## config.mk

```make
export PLATFORM = sky130hd
export DESIGN_NAME = i2cSclTiming
export DESIGN_NICKNAME = d
export VERILOG_FILES = /design/src/rtl/i2cSclTimingPkg.sv /design/src/rtl/i2cSclTimingDp.sv /design/src/rtl/i2cSclTimingCtrl.sv /design/src/rtl/i2cSclTiming.sv
export SDC_FILE = /design/constraint.sdc
export NUM_CORES = 1
export LEC_CHECK = 0
export ABC_AREA = 1
export BUFFER_PORTS_ARGS = -buffer_cell sky130_fd_sc_hd__clkbuf_2
export CAP_MARGIN = 20
export CORE_ASPECT_RATIO = 1.2
export CORE_MARGIN = 5
export CORE_UTILIZATION = 55
export CTS_CLUSTER_SIZE = 24
export DETAILED_ROUTE_END_ITERATION = 6
export PLACE_DENSITY = 0.75
export SLEW_MARGIN = 20
export SYNTH_ARGS = -nofsm -noshare
export SYNTH_HDL_FRONTEND = slang
export SYNTH_SLANG_ARGS = --single-unit
```

## constraint.sdc

```tcl
create_clock -name clk -period 5.35 [get_ports clk]
set_input_delay 0.8025 -clock clk [delete_from_list [all_inputs] [get_ports clk]]
set_output_delay 0.8025 -clock clk [all_outputs]
set_load 0.01 [all_outputs]
```

## src/rtl/i2cSclTimingPkg.sv

```systemverilog
package i2cSclTimingPkg;

  typedef enum logic [1:0] {
    ST_IDLE = 2'd0,
    ST_LOW  = 2'd1,
    ST_HIGH = 2'd2,
    ST_TRIP = 2'd3
  } tmgState_t;

  // control -> datapath
  typedef struct packed {
    logic phaseClr;
    logic phaseInc;
    logic stretchClr;
    logic stretchInc;
  } tmgCmd_t;

  // datapath -> control
  typedef struct packed {
    logic phaseEnd;
    logic driveHit;
    logic sampleHit;
    logic stretchExpire;
  } tmgFlag_t;

endpackage

```

## src/rtl/i2cSclTimingDp.sv

```systemverilog
module i2cSclTimingDp
  import i2cSclTimingPkg::*;
#(
  parameter int DIV_W = 16,
  parameter int DLY_W = 16,
  parameter int TO_W  = 16
) (
  input  logic               clk,
  input  logic               rstN,
  input  logic               enable,
  input  logic [DIV_W-1:0]   divValue,
  input  logic [2*DLY_W-1:0] delayWord,
  input  logic [TO_W-1:0]    timeoutCount,
  input  tmgCmd_t            cmd,
  output tmgFlag_t           flag
);

  localparam int HALF_W = DIV_W - 1;
  localparam int CMP_W  = (DLY_W > HALF_W) ? DLY_W : HALF_W;

  logic [HALF_W-1:0] halfVal;
  logic [DIV_W-1:0]  periodVal;
  logic [HALF_W-1:0] phaseCnt;
  logic [DIV_W-1:0]  subCnt;
  logic [TO_W-1:0]   cycCnt;
  logic              subLast;

  // bit 0 of the divider is dropped; a zero half becomes one
  always_comb begin
    if (divValue[DIV_W-1:1] == '0) halfVal = HALF_W'(1);
    else                           halfVal = divValue[DIV_W-1:1];
  end
  assign periodVal = {halfVal, 1'b0};

  // index 0: rising-edge delay (low field), index 1: falling-edge delay
  for (genvar g = 0; g < 2; g++) begin : gClamp
    logic [DLY_W-1:0]  raw;
    logic [HALF_W-1:0] eff;
    assign raw = delayWord[g*DLY_W +: DLY_W];
    always_comb begin
      if (raw == '0)                            eff = HALF_W'(1);
      else if (CMP_W'(raw) > CMP_W'(halfVal))   eff = halfVal;
      else                                      eff = HALF_W'(raw);
    end
  end

  always_ff @(posedge clk or negedge rstN) begin
    if (!rstN) begin
      phaseCnt <= '0;
      subCnt   <= '0;
      cycCnt   <= '0;
    end else if (!enable) begin
      phaseCnt <= '0;
      subCnt   <= '0;
      cycCnt   <= '0;
    end else begin
      if (cmd.phaseClr)      phaseCnt <= '0;
      else if (cmd.phaseInc) phaseCnt <= phaseCnt + 1'b1;

      if (cmd.stretchClr) begin
        subCnt <= '0;
        cycCnt <= '0;
      end else if (cmd.stretchInc) begin
        if (subLast) begin
          subCnt <= '0;
          cycCnt <= cycCnt + 1'b1;
        end else begin
          subCnt <= subCnt + 1'b1;
        end
      end
    end
  end

  assign subLast = (subCnt == periodVal - 1'b1);

  always_comb begin
    flag.phaseEnd      = (phaseCnt == halfVal - 1'b1);
    flag.driveHit      = (phaseCnt == gClamp[1].eff - 1'b1);
    flag.sampleHit     = (phaseCnt == gClamp[0].eff - 1'b1);
    flag.stretchExpire = (timeoutCount != '0) && subLast &&
                         (cycCnt == timeoutCount - 1'b1);
  end

endmodule

```

## src/rtl/i2cSclTimingCtrl.sv

```systemverilog
module i2cSclTimingCtrl
  import i2cSclTimingPkg::*;
(
  input  logic     clk,
  input  logic     rstN,
  input  logic     enable,
  input  logic     runReq,
  input  logic     sclIn,
  input  tmgFlag_t flag,
  output tmgCmd_t  cmd,
  output logic     sclDriveLow,
  output logic     driveStrobe,
  output logic     sampleStrobe,
  output logic     timeoutPulse
);

  tmgState_t state, nextState;

  always_comb begin
    nextState = state;
    cmd       = '0;
    case (state)
      ST_IDLE: begin
        cmd.phaseClr   = 1'b1;
        cmd.stretchClr = 1'b1;
        if (runReq && sclIn) nextState = ST_LOW;
      end
      ST_LOW: begin
        if (flag.phaseEnd) begin
          nextState      = ST_HIGH;
          cmd.phaseClr   = 1'b1;
          cmd.stretchClr = 1'b1;
        end else begin
          cmd.phaseInc = 1'b1;
        end
      end
      ST_HIGH: begin
        if (sclIn) begin
          cmd.stretchClr = 1'b1;
          if (flag.phaseEnd) begin
            cmd.phaseClr = 1'b1;
            nextState    = runReq ? ST_LOW : ST_IDLE;
          end else begin
            cmd.phaseInc = 1'b1;
          end
        end else if (flag.stretchExpire) begin
          nextState = ST_TRIP;
        end else begin
          cmd.stretchInc = 1'b1;
        end
      end
      ST_TRIP: nextState = ST_TRIP;
      default: nextState = ST_IDLE;
    endcase
  end

  always_ff @(posedge clk or negedge rstN) begin
    if (!rstN) begin
      state        <= ST_IDLE;
      sclDriveLow  <= 1'b0;
      driveStrobe  <= 1'b0;
      sampleStrobe <= 1'b0;
      timeoutPulse <= 1'b0;
    end else if (!enable) begin
      state        <= ST_IDLE;
      sclDriveLow  <= 1'b0;
      driveStrobe  <= 1'b0;
      sampleStrobe <= 1'b0;
      timeoutPulse <= 1'b0;
    end else begin
      state        <= nextState;
      sclDriveLow  <= (nextState == ST_LOW);
      driveStrobe  <= (state == ST_LOW) && flag.driveHit;
      sampleStrobe <= (state == ST_HIGH) && sclIn && flag.sampleHit;
      timeoutPulse <= (state == ST_HIGH) && !sclIn && flag.stretchExpire;
    end
  end

endmodule

```

## src/rtl/i2cSclTiming.sv

```systemverilog
module i2cSclTiming
  import i2cSclTimingPkg::*;
#(
  parameter int DIV_W = 16,
  parameter int DLY_W = 16,
  parameter int TO_W  = 16
) (
  input  logic               clk,
  input  logic               rstN,
  input  logic               enable,
  input  logic               runReq,
  input  logic [DIV_W-1:0]   divValue,
  input  logic [2*DLY_W-1:0] delayWord,
  input  logic [TO_W-1:0]    timeoutCount,
  input  logic               sclIn,
  output logic               sclDriveLow,
  output logic               driveStrobe,
  output logic               sampleStrobe,
  output logic               timeoutPulse
);

  tmgCmd_t  cmd;
  tmgFlag_t flag;

  i2cSclTimingDp #(.DIV_W(DIV_W), .DLY_W(DLY_W), .TO_W(TO_W)) u_dp (
    .clk          (clk),
    .rstN         (rstN),
    .enable       (enable),
    .divValue     (divValue),
    .delayWord    (delayWord),
    .timeoutCount (timeoutCount),
    .cmd          (cmd),
    .flag         (flag)
  );

  i2cSclTimingCtrl u_ctrl (
    .clk          (clk),
    .rstN         (rstN),
    .enable       (enable),
    .runReq       (runReq),
    .sclIn        (sclIn),
    .flag         (flag),
    .cmd          (cmd),
    .sclDriveLow  (sclDriveLow),
    .driveStrobe  (driveStrobe),
    .sampleStrobe (sampleStrobe),
    .timeoutPulse (timeoutPulse)
  );

endmodule

```

==> impl_metrics.ini, run 1 <==
[sta]
maxSlewViolCount = 0
fin_crit_sh_pct = 83.2
period_minus_slack_ps = 4450
setup_ws_ps = 898
tightest_slew_ps = 697
hold_viol = 0
fin_skew_ps = 7.02
fin_tns_setup_ps = 0
max_slew_margin_pct = 53.5
setup_viol = 0
fmax_mhz = 225
rsz0062_at_grt = no

[logic_synthesis]
synth_fp_nets = 1393
syn-cell-area_um2 = 7410
synth_seq_cells = 53
synth_top_area_share_pct = 19.2
netlist_instances = 1282
synth-async-reset-ratio_pct = 100
synth_ff_type = dfrtp_1
synth_cell_type_count = 36
yosysTopAreaCell = nand2_1
synth_area_leaders = nand2_1 (19%), dfrtp_1 (18%), nand3_1 (12%), inv_1 (9.4%), nor2_1 (7.4%)
synth_edf_count = 0
ys_seq_area_share_pct = 17.9
ys_warn_count = 0
avgSynthCellArea_um2 = 5.78

[route]
drt_iter0_markers = 480
drt-total-wl_mm = 22.4
vias = 8301
first_pass_iters = 6
drcViolationCount = 0
ant_nets = 0
wl_per_cell_um = 14.8
vias_per_cell = 5.49

[worst_setup_path]
crit_required_ps = 5590
cp_max_fo = 18
critPathLaunchType = primary input
crit_path_end_kind = register
critPathArrivalTime_ps = 4690
worstSetupPathType = primary input to register

[place]
port_buffers = 71
dpl.cell_count = 1504
gp_congestion = 1.01
place_ws_ps = 650
dp_hpwl_mm = 18.3

[finish]
area.growth.synth_to_final_pct = 8.70
layout-drive-gt1-share_pct = 8.18
final_cell_mix = nand2_1 (379), inv_1 (186), nand3_1 (176)
layout_commonest_cell = nand2_1
num-nets-final = 1454
num_antenna_cells = 0
finalNonFillerCells = 1512

[job]
maxCapViolations = 0

[power_and_ir_drop]
sw_frac_of_total_pct = 46.6
vdd_drop_max_mv = 0.240
clkPwrFrac_pct = 22.9
p_leak_nw = 4.29
seq_power_share_pct = 29.1
p_switching_mw = 0.682
p_per_area_nw_per_um2 = 182
combinationalPowerShare_pct = 48.0
p_int_mw = 0.783

[grt]
grt_max_degree = 54
antenna_found_initial = 0
grt_pass1_wl_mm = 36.2
track_usage_pct = 28.7
grt-ovfl-total = 0
grt_pass1_vias = 7744

[floorplanning]
coreArea_um2 = 13200
die_w_um = 116
initial_core_util_pct = 56.0
dieArea_um2 = 15900
pin_count = 73
floorplan.rows = 46
die_y_um = 137

[clock_network]
cts_tree = done
ctsResizeCount = 0
cts_buffer_depth = 2
root_buffer = clkbuf_16
numCtsBuffers = 5
postCtsHoldBufs = 0
clkTransAtPathRegs_ps = 80
numClockSinks = 53
cts_setup_buffers = 0
clock_latency_ps = 300
htree_levels = 2

[hold_path]
hp-class = register to register

[run_status]
status = finished clean
## critical path, stage by stage
cell and delay (ps):
clkbuf_2 100, inv_1 190, nand2_1 110, nor2_2 220
nand3_4 180, nand2_1 250, ha_1 190, inv_1 40
nand2_1 50, nand2_1 50, nand3_1 60, nand3_1 70
nand2_1 60, nand2_1 250, nand2_1 490, nand2_1 140
nand2_1 100, nor2_1 70, ha_1 320, xor2_1 140
nand3_1 100, a21oi_1 150, nand2_1 70, nor2_1 110
nand2_1 60, nor2_1 120, nand3_1 90, nor2_1 90
## logic make-up after synthesis
family,share of synthesized area [%]
AO/OA/AOI/OAI,4.88
XOR/XNOR,9.54
adder cells (fa/ha/maj),7.09
buffers and inverters,11.4
flip-flops,17.9
AND/OR/NAND/NOR,49.1
## area by class of cell
class | instances | area [um2]
Multi-Input combinational cell | 1011 | 5240
Timing Repair Buffer | 78 | 408
Fill cell | 1392 | 5180
Tap cell | 168 | 210
Sequential cell | 53 | 1330
Clock inverter | 3 | 21.3
Inverter | 194 | 728
Clock buffer | 5 | 125
## power by group through the flow
stage / Sequential [mW] / Clock [mW] / Combinational, mW
2_1_floorplan: 0.432 / 0 / 0.540
3_3_place_gp: 0.435 / 0 / 0.690
3_5_place_dp: 0.435 / 0 / 0.697
4_1_cts: 0.427 / 0.341 / 0.700
5_1_grt: 0.429 / 0.361 / 0.805
6_report: 0.427 / 0.336 / 0.703
## cells in the mapped netlist (8+ instances only)
library cell and number:
nand3_1 176, o21ai_1 11, a21oi_1 25, nor3_1 22, nor2_1 147, o21ai_0 26
ha_1 42, inv_1 186, nand4_1 64, xnor2_1 16, clkbuf_1 14, xor2_1 57
nand2_1 379, nor4_1 8, dfrtp_1 53
## metal layers
metal | GRT usage [%] | wire (um) | part of all wire, % | vias up
met5 | 0 | 0 | 0 | -
met2 | 49.3 | 10700 | 48 | 236
met4 | 19.7 | 1620 | 7.2 | 0
met3 | 3.05 | 967 | 4.3 | 84
met1 | 33.1 | 9110 | 41 | 3730
li1 | - | - | - | 4251
## state kept, by name, indices dropped and copies added (netlist names)
register and cells:
u_dp.phaseCnt 15, u_ctrl.timeoutPulse 1, u_ctrl.sclDriveLow 1, u_ctrl.sampleStrobe 1, u_dp.subCnt 16, u_ctrl.state 2
u_ctrl.driveStrobe 1, u_dp.cycCnt 16
## worst paths after layout
check	from	to	slack (ps)	depth (start not counted)
min in group asynchronous	rstN	u_dp.subCnt[7]	600	2
max in group asynchronous	rstN	u_dp.phaseCnt[10]	4260	2
max reg2reg	u_dp.phaseCnt[6]	u_dp.cycCnt[3]	2680	13
min reg2reg	u_dp.subCnt[7]	u_dp.subCnt[7]	510	2
min	u_dp.subCnt[7]	u_dp.subCnt[7]	510	2
max	divValue[2]	u_ctrl.sampleStrobe	900	28
## through the flow
step / hold WS [ps] / cell area [um2] / power (mW) / util (%)
3_3_place_gp: 483 / 7910 / 1.12 / 59.7
2_1_floorplan: 466 / 7410 / 0.972 / -
5_1_grt: 541 / 8050 / 1.60 / 60.8
3_5_place_dp: 493 / 7910 / 1.13 / 59.7
6_report: 507 / 8050 / 1.47 / 60.8
4_1_cts: 511 / 8050 / 1.47 / 60.8
Power figures use the tool's default switching activity.
==> inputs of run 2 (changes only) <==
==> constraint.sdc (replaced) <==
create_clock -name clk -period 4.1 [get_ports clk]
set_input_delay 0.615 -clock clk [delete_from_list [all_inputs] [get_ports clk]]
set_output_delay 0.615 -clock clk [all_outputs]
set_load 0.01 [all_outputs]
==> run 2 against run 1 <==
Net effect: clock power up 33%; clock skew grew 0.54 ps; sequential cell count stayed put; global-route usage increased by 0.71 points; power is 35% higher; setup slack lost 520 ps; critical path depth grew 2.
==> impl_metrics.ini, run 2 (synthesis results as in run 1) <==
[grt]
antenna_found_initial = 0
grt_pass1_wl_mm = 36.9
grt_pass1_vias = 7855
grt-ovfl-total = 0
track_usage_pct = 29.4
grt_max_degree = 37

[worst_setup_path]
worstSetupPathType = primary input to register
crit_start = divValue[11]
crit_top_cell = nand2_1
max_stage_delay_ps = 300
cp-endpoint = u_ctrl.driveStrobe
reg2reg_slack_ps = 1540
crit_path_end_kind = register
critPathLaunchType = primary input
rr_startpoint = u_dp.phaseCnt[6]
crit_required_ps = 4340
slowest_stage = ha_1
cp_max_fo = 7
rr_endpoint = u_dp.cycCnt[14]
r2r_cells = 13
critPathArrivalTime_ps = 3960

[finish]
register_area_um2 = 1330
nFillCells = 1372
num_antenna_cells = 0
layout-drive-gt1-share_pct = 9.13
area.growth.synth_to_final_pct = 10.3
stdcell_area_um2 = 8170
final_cell_mix = nand2_1 (379), inv_1 (186), nand3_1 (176)
num-nets-final = 1468
multiInputGateArea_um2 = 5240
layout_commonest_cell = nand2_1
top_regs = u_dp.cycCnt x16, u_dp.subCnt x16, u_dp.phaseCnt x15

[sta]
fmax_mhz = 269
fin_tns_setup_ps = 0
period_minus_slack_ps = 3720
setup_viol = 0
maxSlewViolCount = 0
hold_viol = 0
fin_crit_sh_pct = 90.7
setup_ws_ps = 381
rsz0062_at_grt = no
tightest_slew_ps = 890
max_slew_margin_pct = 40.7
fin_skew_ps = 7.56

[clock_network]
numCtsBuffers = 5
clkTransAtPathRegs_ps = 80
cts_tree = done
postCtsHoldBufs = 0
htree_levels = 2
root_buffer = clkbuf_16
cts_buffer_depth = 2
clock_latency_ps = 300
numClockSinks = 53

[floorplanning]
die_y_um = 137
floorplan.rows = 46
initial_core_util_pct = 56.0
die_w_um = 116
coreArea_um2 = 13200
pin_count = 73
dieArea_um2 = 15900

[place]
place_ws_ps = 21.4
dp_hpwl_mm = 18.7
gp_congestion = 0.990
dpl_cell_area_um2 = 8010
port_buffers = 71

[power_and_ir_drop]
total_power_mw = 1.97
p_leak_nw = 4.36
p_per_area_nw_per_um2 = 242
vdd_drop_max_mv = 0.302

[route]
first_pass_iters = 5
drt_iter0_markers = 525
vias = 8357
ant_nets = 0
wl_per_cell_um = 15.0
drt-total-wl_mm = 22.9
drcViolationCount = 0
vias_per_cell = 5.48

[job]
maxCapViolations = 0

[hold_path]
hp-class = primary input to async pin

[run_status]
status = finished clean
[run 2: routing by layer]
layer	share of wire, %	wire [um]	global-route usage (%)
met1	40	9090	34.1
met2	49	11200	51.5
met3	5.2	1190	3.76
met4	6.2	1410	16.9
met5	0	0	0
[run 2: layout make-up]
cell class / instances / area share [%]
inverter: 194 / 8.97
multi-input combinational: 1011 / 64.1
clock buffer: 5 / 1.53
clock inverter: 3 / 0.321
timing repair buffer: 92 / 6.28
sequential: 53 / 16.2
tap: 168 / 2.57
[run 2: worst min-delay path by stage]
stage / from / to / slack (ps)
5_1_grt: rstN / u_dp.subCnt[7] / 490
6_report: rstN / u_dp.subCnt[9] / 420
4_1_cts: rstN / u_dp.subCnt[7] / 450
2_1_floorplan: rstN / u_ctrl.driveStrobe / 320
3_5_place_dp: u_dp.subCnt[1] / u_dp.subCnt[1] / 510
3_3_place_gp: u_dp.subCnt[7] / u_dp.subCnt[7] / 480
[run 2: per-stage QoR]
step	std cells	util [%]	hold WS, ps
floorplan	1282	-	319
global placement	1518	60.5	484
global route	1526	61.7	493
CTS	1526	61.7	451
finish	1526	61.7	421
detailed placement	1518	60.5	507
[run 2: critical path: cells and delay by family]
kind	cells	cell delay (ps)
adders and majority gates	2	500
buffers and inverters	3	220
and+or+nand+nor	23	2350
AOI/OAI and AO/OA	2	250
[run 2: timing repair]
action	in CTS	in global routing
setup buffers	0	0
resized for setup	0	4
setup endpoints to repair	0	20
[run 2: power by group]
group	internal, mW	switching (mW)	total, mW
combinational	0.289	0.681	0.971
clock	0.231	0.216	0.447
sequential	0.537	0.0196	0.556
total	1.06	0.917	1.97
==> inputs of run 3 (changes only) <==
--- a/config.mk
+++ b/config.mk
@@ -9,11 +9,10 @@
 export BUFFER_PORTS_ARGS = -buffer_cell sky130_fd_sc_hd__clkbuf_2
 export CAP_MARGIN = 20
 export CORE_ASPECT_RATIO = 1.2
-export CORE_MARGIN = 5
 export CORE_UTILIZATION = 55
 export CTS_CLUSTER_SIZE = 24
 export DETAILED_ROUTE_END_ITERATION = 6
-export PLACE_DENSITY = 0.75
+export PLACE_DENSITY = 0.78
 export SLEW_MARGIN = 20
 export SYNTH_ARGS = -nofsm -noshare
 export SYNTH_HDL_FRONTEND = slang
==> constraint.sdc (replaced) <==
create_clock -name clk -period 3.3 [get_ports clk]
set_input_delay 0.495 -clock clk [delete_from_list [all_inputs] [get_ports clk]]
set_output_delay 0.495 -clock clk [all_outputs]
set_load 0.01 [all_outputs]
==> run 3 against run 2 <==
Net effect: global-route usage is 7.4 points higher; setup slack worse by 250 ps; non-clock buffer count is 116 higher; largest power group unchanged; cell area is 13% higher; via count is 7.0% higher; combinational power is 61% higher; sequential power is 25% higher; first-iteration DRC count is 8.4% higher; hold slack worse by 220 ps; final cell count is 7.7% higher; die area is 12% lower; clock power is 20% higher.
==> impl_metrics.ini, run 3 (synthesis results as in run 1) <==
[route]
first_pass_iters = 6
vias_per_cell = 5.44
vias = 8942
drt-total-wl_mm = 25.0
drcViolationCount = 0
drt_iter0_markers = 569
ant_nets = 0
wl_per_cell_um = 15.2

[floorplanning]
die_w_um = 108
coreArea_um2 = 13200
dieArea_um2 = 13900
initial_core_util_pct = 56.2
floorplan.rows = 46
pin_count = 73
die_y_um = 129

[worst_setup_path]
cp_max_fo = 4
critPathLaunchType = primary input
worstSetupPathType = primary input to register
crit_path_end_kind = register
slowest_stage = ha_1
critPathArrivalTime_ps = 3420
max_stage_delay_ps = 250
crit_buf_inv = 4
crit_top_cell = nand2_1
crit_family = simple AND/OR/NAND/NOR gates
crit_required_ps = 3550

[finish]
num-nets-final = 1585
stdcell_area_um2 = 9240
layout_commonest_cell = nand2_1
final_cell_mix = nand2_1 (371), inv_1 (183), nand3_1 (166)
layout-drive-gt1-share_pct = 18.7
top_regs = u_dp.cycCnt x16, u_dp.subCnt x16, u_dp.phaseCnt x15
num_antenna_cells = 0
area.growth.synth_to_final_pct = 24.8

[power_and_ir_drop]
p_per_area_nw_per_um2 = 301
p_leak_nw = 4.96
total_power_mw = 2.79
vdd_drop_max_mv = 0.440

[hold_path]
hp-class = primary input to async pin

[sta]
fin_tns_setup_ps = 0
maxSlewViolCount = 0
tightest_slew_ps = 639
setup_viol = 0
max_slew_margin_pct = 57.4
fin_skew_ps = 11.5
fin_crit_sh_pct = 95.9
hold_viol = 0
fmax_mhz = 316
setup_ws_ps = 135
period_minus_slack_ps = 3170

[clock_network]
clkTransAtPathRegs_ps = 80
clock_latency_ps = 310
htree_levels = 2
numCtsBuffers = 5
cts_tree = done
cts_buffer_depth = 2
root_buffer = clkbuf_16
numClockSinks = 53

[grt]
grt_max_degree = 32
antenna_found_initial = 0
track_usage_pct = 36.8
grt_pass1_wl_mm = 39.6
grt-ovfl-total = 0
grt_pass1_vias = 8273

[job]
maxCapViolations = 0

[place]
port_buffers = 71
gp_congestion = 0.984
place_ws_ps = -298
dpl_cell_area_um2 = 8910
dp_hpwl_mm = 20.6

[run_status]
status = finished clean
==> run 3: timing repair <==
item	4_1_cts	5_1_grt
hold buffers	0	0
setup endpoints to repair	0	52
buffers inserted	0	2
gates resized for setup	0	49
==> run 3: layout make-up <==
cell class | count | area [um2]
repair inverters | 1 | 5.00
repair buffers | 208 | 1430
fillers | 1196 | 3940
clock buffers | 6 | 129
multi-input cells | 1011 | 5400
clock inverters | 2 | 15.0
flip-flops and latches | 53 | 1330
inverters | 194 | 732
well taps | 168 | 210
==> run 3: stage by stage <==
stage                     utilization [%]  hold slack, ps  cells
after floorplan                         -             199   1282
after global placement               67.6             483   1632
after detailed placement             67.6             491   1632
after CTS                            68.7             208   1640
after global routing                 70.1             235   1643
final                                70.1             197   1643
==> run 3: path summary, 6_finish.rpt <==
kind / from / cells past startpoint / slack, ps / end
min in group clk: u_dp.subCnt[7] / 2 / 500 / u_dp.subCnt[7]
worst min-delay path: rstN / 1 / 200 / u_ctrl.sampleStrobe
max in group asynchronous: rstN / 2 / 2240 / u_dp.subCnt[14]
worst min register to register: u_dp.subCnt[7] / 2 / 500 / u_dp.subCnt[7]
worst max-delay path: divValue[12] / 29 / 130 / u_ctrl.sampleStrobe
worst max register to register: u_dp.phaseCnt[6] / 14 / 920 / u_dp.cycCnt[4]
==> run 3: report_power, final <==
| part | leakage [nW] | total (mW) | switching (mW) | internal [mW] |
|---|---|---|---|---|
| Sequential | 0.739 | 0.695 | 0.0276 | 0.667 |
| Clock | 0.0631 | 0.536 | 0.254 | 0.282 |
| Combinational | 4.15 | 1.56 | 0.954 | 0.602 |
| Total | 4.96 | 2.79 | 1.24 | 1.55 |
==> run 3: worst register-to-register path: stages, from the launching register on <==
cell and delay (ps):
dfrtp_1 470, inv_1 270, nand3_1 130, and2_1 170
nor3_1 180, nand2_1 130, nor2_4 190, nand3_2 90
nand2_2 100, nand2_4 80, nand3_4 90, nand2_2 80
buf_12 150, nand2_1 80, nand2_1 60
==> run 3: metal layers <==
| metal | global-route usage, % | vias up | part of all wire [%] |
|---|---|---|---|
| li1 | - | 4520 | - |
| met1 | 41.6 | 4050 | 39 |
| met2 | 66.0 | 290 | 50 |
| met3 | 4.02 | 82 | 4.9 |
| met4 | 22.2 | 0 | 6.0 |
| met5 | 0 | - | 0 |
